[src/rtl/mode_ctl_pkg.sv]
package mode_ctl_pkg;

    localparam int CR_W   = 32;
    localparam int HALF_W = 32;

    typedef enum logic [1:0] {
        MODE_REAL  = 2'd0,
        MODE_PROT  = 2'd1,
        MODE_PAGED = 2'd2,
        MODE_LONG  = 2'd3
    } cpu_mode_e;

    // architectural control state
    typedef struct packed {
        logic            pe;
        logic            pg;
        logic            pae;
        logic            lme;
        logic            lma;
        logic            base_loaded;
        logic [CR_W-1:0] pt_base;
    } arch_t;

    // full registered state of the controller
    typedef struct packed {
        arch_t             arch;
        logic              err;
        logic              rvalid;
        logic [HALF_W-1:0] rd_lo;
        logic [HALF_W-1:0] rd_hi;
    } ctl_state_t;

endpackage

[src/rtl/cr_write_check.sv]
module cr_write_check
    import mode_ctl_pkg::*;
#(
    parameter int IDX_W      = 3,
    parameter int PE_BIT     = 0,
    parameter int PG_BIT     = 31,
    parameter int PAE_BIT    = 5,
    parameter int PAGE_SHIFT = 12
) (
    input  logic             wr_en,
    input  logic [IDX_W-1:0] idx,
    input  logic [CR_W-1:0]  wdata,
    input  arch_t            cur,
    output arch_t            nxt,
    output logic             bad
);
    localparam logic [CR_W-1:0] OFFS_MASK = CR_W'((64'd1 << PAGE_SHIFT) - 64'd1);
    localparam logic [IDX_W-1:0] IDX_MAIN = IDX_W'(0);
    localparam logic [IDX_W-1:0] IDX_BASE = IDX_W'(3);
    localparam logic [IDX_W-1:0] IDX_FEAT = IDX_W'(4);

    always_comb begin
        nxt = cur;
        bad = 1'b0;
        if (wr_en) begin
            case (idx)
                IDX_MAIN: begin
                    // paging without protection is illegal
                    if (wdata[PG_BIT] && !wdata[PE_BIT]) begin
                        bad = 1'b1;
                    end else begin
                        nxt.pe  = wdata[PE_BIT];
                        nxt.pg  = wdata[PG_BIT];
                        nxt.lma = wdata[PG_BIT] && cur.lme;
                    end
                end
                IDX_BASE: begin
                    nxt.pt_base     = wdata & ~OFFS_MASK;
                    nxt.base_loaded = 1'b1;
                end
                IDX_FEAT: begin
                    // address extension is locked while long mode is enabled
                    if (!wdata[PAE_BIT] && cur.lme) begin
                        bad = 1'b1;
                    end else begin
                        nxt.pae = wdata[PAE_BIT];
                    end
                end
                default: bad = 1'b1;
            endcase
        end
    end

endmodule

[src/rtl/msr_access.sv]
module msr_access
    import mode_ctl_pkg::*;
#(
    parameter int              ADDR_W    = 32,
    parameter logic [ADDR_W-1:0] EFER_ADDR = ADDR_W'(32'hC000_0080),
    parameter int              LME_BIT   = 8,
    parameter int              LMA_BIT   = 10
) (
    input  logic              req,
    input  logic              wr,
    input  logic [ADDR_W-1:0] addr,
    input  logic [HALF_W-1:0] wlo,
    input  logic [HALF_W-1:0] whi,
    input  logic              blocked,
    input  logic              pe,
    input  logic              pg,
    input  logic              pae,
    input  logic              lme,
    input  logic              lma,
    input  logic              base_loaded,
    output logic              lme_nx,
    output logic              bad,
    output logic              rvalid,
    output logic [HALF_W-1:0] rd_lo,
    output logic [HALF_W-1:0] rd_hi
);
    localparam logic [HALF_W-1:0] LME_M  = HALF_W'(1) << LME_BIT;
    localparam logic [HALF_W-1:0] LMA_M  = HALF_W'(1) << LMA_BIT;
    localparam logic [HALF_W-1:0] KEEP_M = LME_M | LMA_M;

    logic hit;
    logic want;
    logic resv;
    logic ready;

    assign hit   = (addr == EFER_ADDR);
    assign want  = wlo[LME_BIT];
    assign resv  = (|(wlo & ~KEEP_M)) || (|whi);
    assign ready = pe && !pg && pae && base_loaded;

    always_comb begin
        lme_nx = lme;
        bad    = 1'b0;
        rvalid = req && !wr;
        rd_lo  = '0;
        rd_hi  = '0;
        if (req) begin
            if (blocked || !hit) begin
                bad = 1'b1;
            end else if (!wr) begin
                rd_lo = (lme ? LME_M : '0) | (lma ? LMA_M : '0);
            end else if (resv) begin
                bad = 1'b1;
            end else if ((want != lme) && pg) begin
                bad = 1'b1;
            end else if (want && !lme && !ready) begin
                bad = 1'b1;
            end else begin
                lme_nx = want;
            end
        end
    end

endmodule

[src/rtl/cpu_mode_ctl.sv]
module cpu_mode_ctl
    import mode_ctl_pkg::*;
#(
    parameter int              IDX_W      = 3,
    parameter int              ADDR_W     = 32,
    parameter logic [ADDR_W-1:0] EFER_ADDR  = ADDR_W'(32'hC000_0080),
    parameter int              PE_BIT     = 0,
    parameter int              PG_BIT     = 31,
    parameter int              PAE_BIT    = 5,
    parameter int              LME_BIT    = 8,
    parameter int              LMA_BIT    = 10,
    parameter int              PAGE_SHIFT = 12
) (
    input  logic              clk,
    input  logic              rst_n,
    input  logic              cr_wr_en,
    input  logic [IDX_W-1:0]  cr_idx,
    input  logic [CR_W-1:0]   cr_wdata,
    input  logic              msr_req,
    input  logic              msr_wr,
    input  logic [ADDR_W-1:0] msr_addr,
    input  logic [HALF_W-1:0] msr_wdata_lo,
    input  logic [HALF_W-1:0] msr_wdata_hi,
    output logic              msr_rvalid,
    output logic [HALF_W-1:0] msr_rdata_lo,
    output logic [HALF_W-1:0] msr_rdata_hi,
    output logic              ctl_err,
    output logic [1:0]        cpu_mode,
    output logic              prot_en,
    output logic              paging_en,
    output logic              addr_ext_en,
    output logic              long_mode_en,
    output logic              long_mode_active,
    output logic [CR_W-1:0]   pt_base
);
    ctl_state_t st_q, st_d;
    arch_t      cr_nxt;
    logic       cr_bad;
    logic       msr_lme_nx;
    logic       msr_bad;
    logic       msr_rv;
    logic [HALF_W-1:0] msr_lo, msr_hi;
    cpu_mode_e  mode_now;

    cr_write_check #(
        .IDX_W     (IDX_W),
        .PE_BIT    (PE_BIT),
        .PG_BIT    (PG_BIT),
        .PAE_BIT   (PAE_BIT),
        .PAGE_SHIFT(PAGE_SHIFT)
    ) i_cr_check (
        .wr_en(cr_wr_en),
        .idx  (cr_idx),
        .wdata(cr_wdata),
        .cur  (st_q.arch),
        .nxt  (cr_nxt),
        .bad  (cr_bad)
    );

    msr_access #(
        .ADDR_W   (ADDR_W),
        .EFER_ADDR(EFER_ADDR),
        .LME_BIT  (LME_BIT),
        .LMA_BIT  (LMA_BIT)
    ) i_msr (
        .req        (msr_req),
        .wr         (msr_wr),
        .addr       (msr_addr),
        .wlo        (msr_wdata_lo),
        .whi        (msr_wdata_hi),
        .blocked    (cr_wr_en),
        .pe         (st_q.arch.pe),
        .pg         (st_q.arch.pg),
        .pae        (st_q.arch.pae),
        .lme        (st_q.arch.lme),
        .lma        (st_q.arch.lma),
        .base_loaded(st_q.arch.base_loaded),
        .lme_nx     (msr_lme_nx),
        .bad        (msr_bad),
        .rvalid     (msr_rv),
        .rd_lo      (msr_lo),
        .rd_hi      (msr_hi)
    );

    // next-state: an MSR update is blocked whenever a control write is present,
    // so the two paths never modify the same cycle's state together
    always_comb begin
        st_d          = st_q;
        st_d.arch     = cr_nxt;
        st_d.arch.lme = cr_wr_en ? cr_nxt.lme : msr_lme_nx;
        st_d.err      = cr_bad || msr_bad;
        st_d.rvalid   = msr_rv;
        st_d.rd_lo    = msr_lo;
        st_d.rd_hi    = msr_hi;
    end

    always_ff @(posedge clk or negedge rst_n) begin
        if (!rst_n) begin
            st_q <= '0;
        end else begin
            st_q <= st_d;
        end
    end

    always_comb begin
        if (st_q.arch.lma)      mode_now = MODE_LONG;
        else if (st_q.arch.pg)  mode_now = MODE_PAGED;
        else if (st_q.arch.pe)  mode_now = MODE_PROT;
        else                    mode_now = MODE_REAL;
    end

    assign cpu_mode         = mode_now;
    assign prot_en          = st_q.arch.pe;
    assign paging_en        = st_q.arch.pg;
    assign addr_ext_en      = st_q.arch.pae;
    assign long_mode_en     = st_q.arch.lme;
    assign long_mode_active = st_q.arch.lma;
    assign pt_base          = st_q.arch.pt_base;
    assign ctl_err          = st_q.err;
    assign msr_rvalid       = st_q.rvalid;
    assign msr_rdata_lo     = st_q.rd_lo;
    assign msr_rdata_hi     = st_q.rd_hi;

    // paging never held without protection
    assert_pg_needs_pe_R3: assert property (@(posedge clk) disable iff (!rst_n)
        paging_en |-> prot_en);

    // long-mode enable never held without address extension
    assert_lme_needs_pae_R5: assert property (@(posedge clk) disable iff (!rst_n)
        long_mode_en |-> addr_ext_en);

    // long mode active implies its enables and the long encoding
    assert_lma_consistent_R9: assert property (@(posedge clk) disable iff (!rst_n)
        long_mode_active |-> (paging_en && long_mode_en && cpu_mode == MODE_LONG));

    // long-mode enable frozen across cycles where paging stays on
    assert_lme_frozen_R8: assert property (@(posedge clk) disable iff (!rst_n)
        (paging_en && $past(paging_en)) |-> $stable(long_mode_en));

    // every read request is answered the next cycle
    assert_read_answered_R10: assert property (@(posedge clk) disable iff (!rst_n)
        (msr_req && !msr_wr) |=> msr_rvalid);

    // unimplemented address always flags
    assert_bad_addr_err_R10: assert property (@(posedge clk) disable iff (!rst_n)
        (msr_req && msr_addr != EFER_ADDR) |=> ctl_err);

    // unknown control index always flags
    assert_bad_idx_err_R11: assert property (@(posedge clk) disable iff (!rst_n)
        (cr_wr_en && cr_idx != IDX_W'(0) && cr_idx != IDX_W'(3) && cr_idx != IDX_W'(4))
        |=> ctl_err);

    // read data is zero whenever not valid
    assert_rdata_quiet_R13: assert property (@(posedge clk) disable iff (!rst_n)
        !msr_rvalid |-> (msr_rdata_lo == '0 && msr_rdata_hi == '0));

endmodule

[config.mk]
export PLATFORM = sky130hd
export DESIGN_NAME = cpu_mode_ctl
export DESIGN_NICKNAME = d
export VERILOG_FILES = /design/src/rtl/mode_ctl_pkg.sv /design/src/rtl/cr_write_check.sv /design/src/rtl/msr_access.sv /design/src/rtl/cpu_mode_ctl.sv
export SDC_FILE = /design/constraint.sdc
export NUM_CORES = 1
export LEC_CHECK = 0
export ABC_AREA = 0
export BUFFER_PORTS_ARGS = -buffer_cell sky130_fd_sc_hd__buf_4
export CAP_MARGIN = 30
export CORE_MARGIN = 2
export CORE_UTILIZATION = 45
export DETAILED_ROUTE_END_ITERATION = 8
export PLACE_DENSITY = 0.84
export SYNTH_ARGS = -nofsm -noshare
export SYNTH_HDL_FRONTEND = slang
export SYNTH_HIERARCHICAL = 1
export SYNTH_SLANG_ARGS = --single-unit
[constraint.sdc]
create_clock -name clk -period 3.15 [get_ports clk]
set_clock_uncertainty 0.05 [all_clocks]
set_input_delay 0.63 -clock clk [delete_from_list [all_inputs] [get_ports clk]]
set_output_delay 0.63 -clock clk [all_outputs]
set_load 0.05 [all_outputs]
==> flow_metrics.tcl <==
set metrics [dict create \
    outcome "finished, final reports clean" \
    die-height_um 106 \
    r2r_slack_ns 0.84 \
    yosys.area_share.xor_xnor 0 \
    initial_core_utilization 0.460 \
    post_drt_wl_per_cell_um 14.4 \
    antenna_cells 0 \
    slew_headroom 0.568 \
    synth_top_family_by_area "buffers and inverters" \
    mux_contribution_to_synthesized_area 0.0667 \
    grt_antenna_before_repair 0 \
    timing.final.crit_share 0.734 \
    synthCells 378 \
    power.density_nw_per_um2 563 \
    global_route.overflow_total 0 \
    synth-async-reset-ratio 1.00 \
    floorplan.die.width_um 106 \
    synth.cell_area_um2 4720 \
    critPathArrivalTime_ns 2.51 \
    vias_per_cell 4.22 \
    cts_inserted_buffers 9 \
    grt_usage 0.174 \
    synthAdderAreaFrac 0.00265 \
    crit_path_start_kind "flop" \
    synth.largest_area_cell "dfrtp_1" \
    htree_levels 3 \
    r2r-end "long_mode_en" \
    proportion_of_synthesized_chip_area_in_sequential_cells 0.551 \
    max_cap_violations 0 \
    pin_count_of_the_biggest_net_entering_global_routing 55 \
    io_buffer_count 229 \
    detailedPlacementHpwl_um 7530 \
    synth-edff-count 0 \
    grt_pass1_vias 3002 \
    final_hold_viol_count 0 \
    final_net_count 653 \
    rr_startpoint "long_mode_en" \
    route.antenna.remaining_nets 0 \
    cts.repair.resized 0 \
    place.gp.congestion 0.832 \
    hold_slack_ns 0.244 \
    floorplan.io_pins 241 \
    global_route_wire_length_before_repair_um 15000 \
    total_via_count_in_the_routed_design 2773 \
    tritoncts_num_sinks 104 \
    drt_drc_violations_left 0 \
    filler_cell_count 853 \
    critical_path_class "reg -> reg" \
    floorplan.core_area_um2 10300 \
    timing.critical_path.to_type "flop" \
    finalSetupViolations 0 \
    clock_tree.buffer_depth 2 \
    crit_path_end "long_mode_en" \
    synth_top_area_frac 0.551 \
    layout_cells_sized_above_1 0.530 \
    report.final.slew_viol_count 0 \
    transition_time_at_the_pin_with_the_least_slew_margin_ns 0.648 \
    p_leak_nw 3.05 \
    grt_setup_unrepaired "false" \
    hold_buffers 0 \
    worstPathMaxFanout 8 \
    fin_setup_tns_ns 0 \
    avg_cell_area_syn_um2 12.5 \
    worst_setup_path_startpoint "long_mode_en" \
    min-delay-path-class "in -> async" \
    fmax_mhz 432 \
    dominantRegCellSynth "dfrtp_1" \
    ys.warnings.count 6 \
    clk_root_buffer_cell "clkbuf_8" \
    area.growth.synth_to_final_pct 23.8 \
    depth_of_the_most_critical_reg_to_reg_path 7 \
    synth.area.top_cells "dfrtp_1 (55%), buf_4 (25%), mux2_4 (5.7%)" \
    clkSlewWorstSetupHoldPaths_ns 0.10 \
    synth_simple_gate_area_frac 0.0938 \
    total_die_area_um2 11300 \
    number_of_post_cts_setup_repair_buffers 0 \
    rows 37 \
    layout.cells.most_common "buf_4" \
    critical_path_required_ns 3.35 \
    synth-compound-area-share 0.0204 \
    synth_cell_types 37 \
    final_critical_path_setup_slack_ns 0.838 \
    layout.cells.most_common_list "buf_4 (229), dfrtp_1 (104), conb_1 (62), nor4_1 (19), mux2_4 (18)" \
    postRouteWirelength_um 9440 \
    clock_latency_ns 0.36 \
    layout_min_cycle_time_ns 2.31 \
    drt_first_pass_iters 4 \
    dpl_worst_slack_ns 0.543 \
    number_of_synthesized_register_bits 104 \
    tritoncts "yes" \
    first_iter_violations 73 \
    vdd_drop_max_mv 0.256 \
]
[critical path, cell delays in order, from the launching register on]
cell,delay (ns)
dfrtp_1,0.54
inv_1,0.08
ha_1,0.28
o21ai_1,0.06
a2111oi_2,0.43
nand4_1,0.16
mux2_1,0.33
mux2_4,0.26
[where the power goes]
| group | switching [W] | internal (W) | leakage, nW |
|---|---|---|---|
| logic | 0.000563 | 0.000333 | 1.69 |
| registers | 0.0000595 | 0.00144 | 1.26 |
| clock network | 0.000485 | 0.000410 | 0.110 |
[kinds of logic after synthesis]
logic type,Yosys count
flops,104
compound gates,13
simple gates,69
fa+ha+maj,1
other cells,1
mux,22
buf+inv,168
[cells in the mapped netlist, types with 2 or more instances]
cell     number
nor2_1        5
nand4_1       7
buf_4       159
mux2_2        3
mux2_4       18
nand2_1       8
or2_2         2
dfrtp_1     104
nor2b_1       2
nor4_1       19
inv_1         4
and3_1        2
nor3_1        2
o21ai_1       4
buf_6         3
nor4b_1       2
and2_1       13
o41ai_1       2
[through the flow]
stage | power, W | utilization | cell area (um^2) | cells
detailed placement | 0.00243 | 0.547 | 5630 | 641
floorplan | 0.00225 | - | 4950 | 439
finish | 0.00329 | 0.569 | 5850 | 657
CTS | 0.00333 | 0.569 | 5850 | 657
global route | 0.00344 | 0.569 | 5850 | 657
global placement | 0.00241 | 0.547 | 5630 | 641
[flip-flops by register name (all words and copies together), names as in the netlist]
signal and flops:
paging_en 1, prot_en 1, msr_rdata_hi 32, long_mode_en 1
msr_rdata_lo 32, pt_base 32, long_mode_active 1, addr_ext_en 1
msr_rvalid 1, st_q 1, ctl_err 1
[worst min-delay path by stage]
| stage | startpoint | endpoint | slack, ns | depth (start not counted) |
|---|---|---|---|---|
| floorplan | rst_n | addr_ext_en | 0.28 | 0 |
| global placement | st_q[98] | st_q[98] | 0.40 | 1 |
| detailed placement | st_q[98] | st_q[98] | 0.41 | 1 |
| CTS | rst_n | msr_rdata_hi[24] | 0.25 | 1 |
| global route | rst_n | msr_rdata_hi[31] | 0.28 | 1 |
| finish | rst_n | msr_rdata_hi[10] | 0.24 | 1 |
[area by class of cell]
cell class | instances | area, um^2 | share of cell area
Timing Repair Buffer | 230 | 1740 | 0.297
Sequential cell | 104 | 2600 | 0.445
Clock buffer | 10 | 138 | 0.0235
Tap cell | 136 | 170 | 0.0291
Inverter | 4 | 15.0 | 0.00257
Clock inverter | 6 | 85.1 | 0.0145
Multi-Input combinational cell | 167 | 1100 | 0.188
[routing by layer]
layer | wire length, um | share of wire | GRT usage
met2 | 5370 | 0.57 | 0.337
met5 | 0 | 0 | 0
met1 | 3200 | 0.34 | 0.179
met4 | 176 | 0.019 | 0.0594
met3 | 691 | 0.073 | 0.0448
Note: power is estimated with default switching activity, not from simulation.
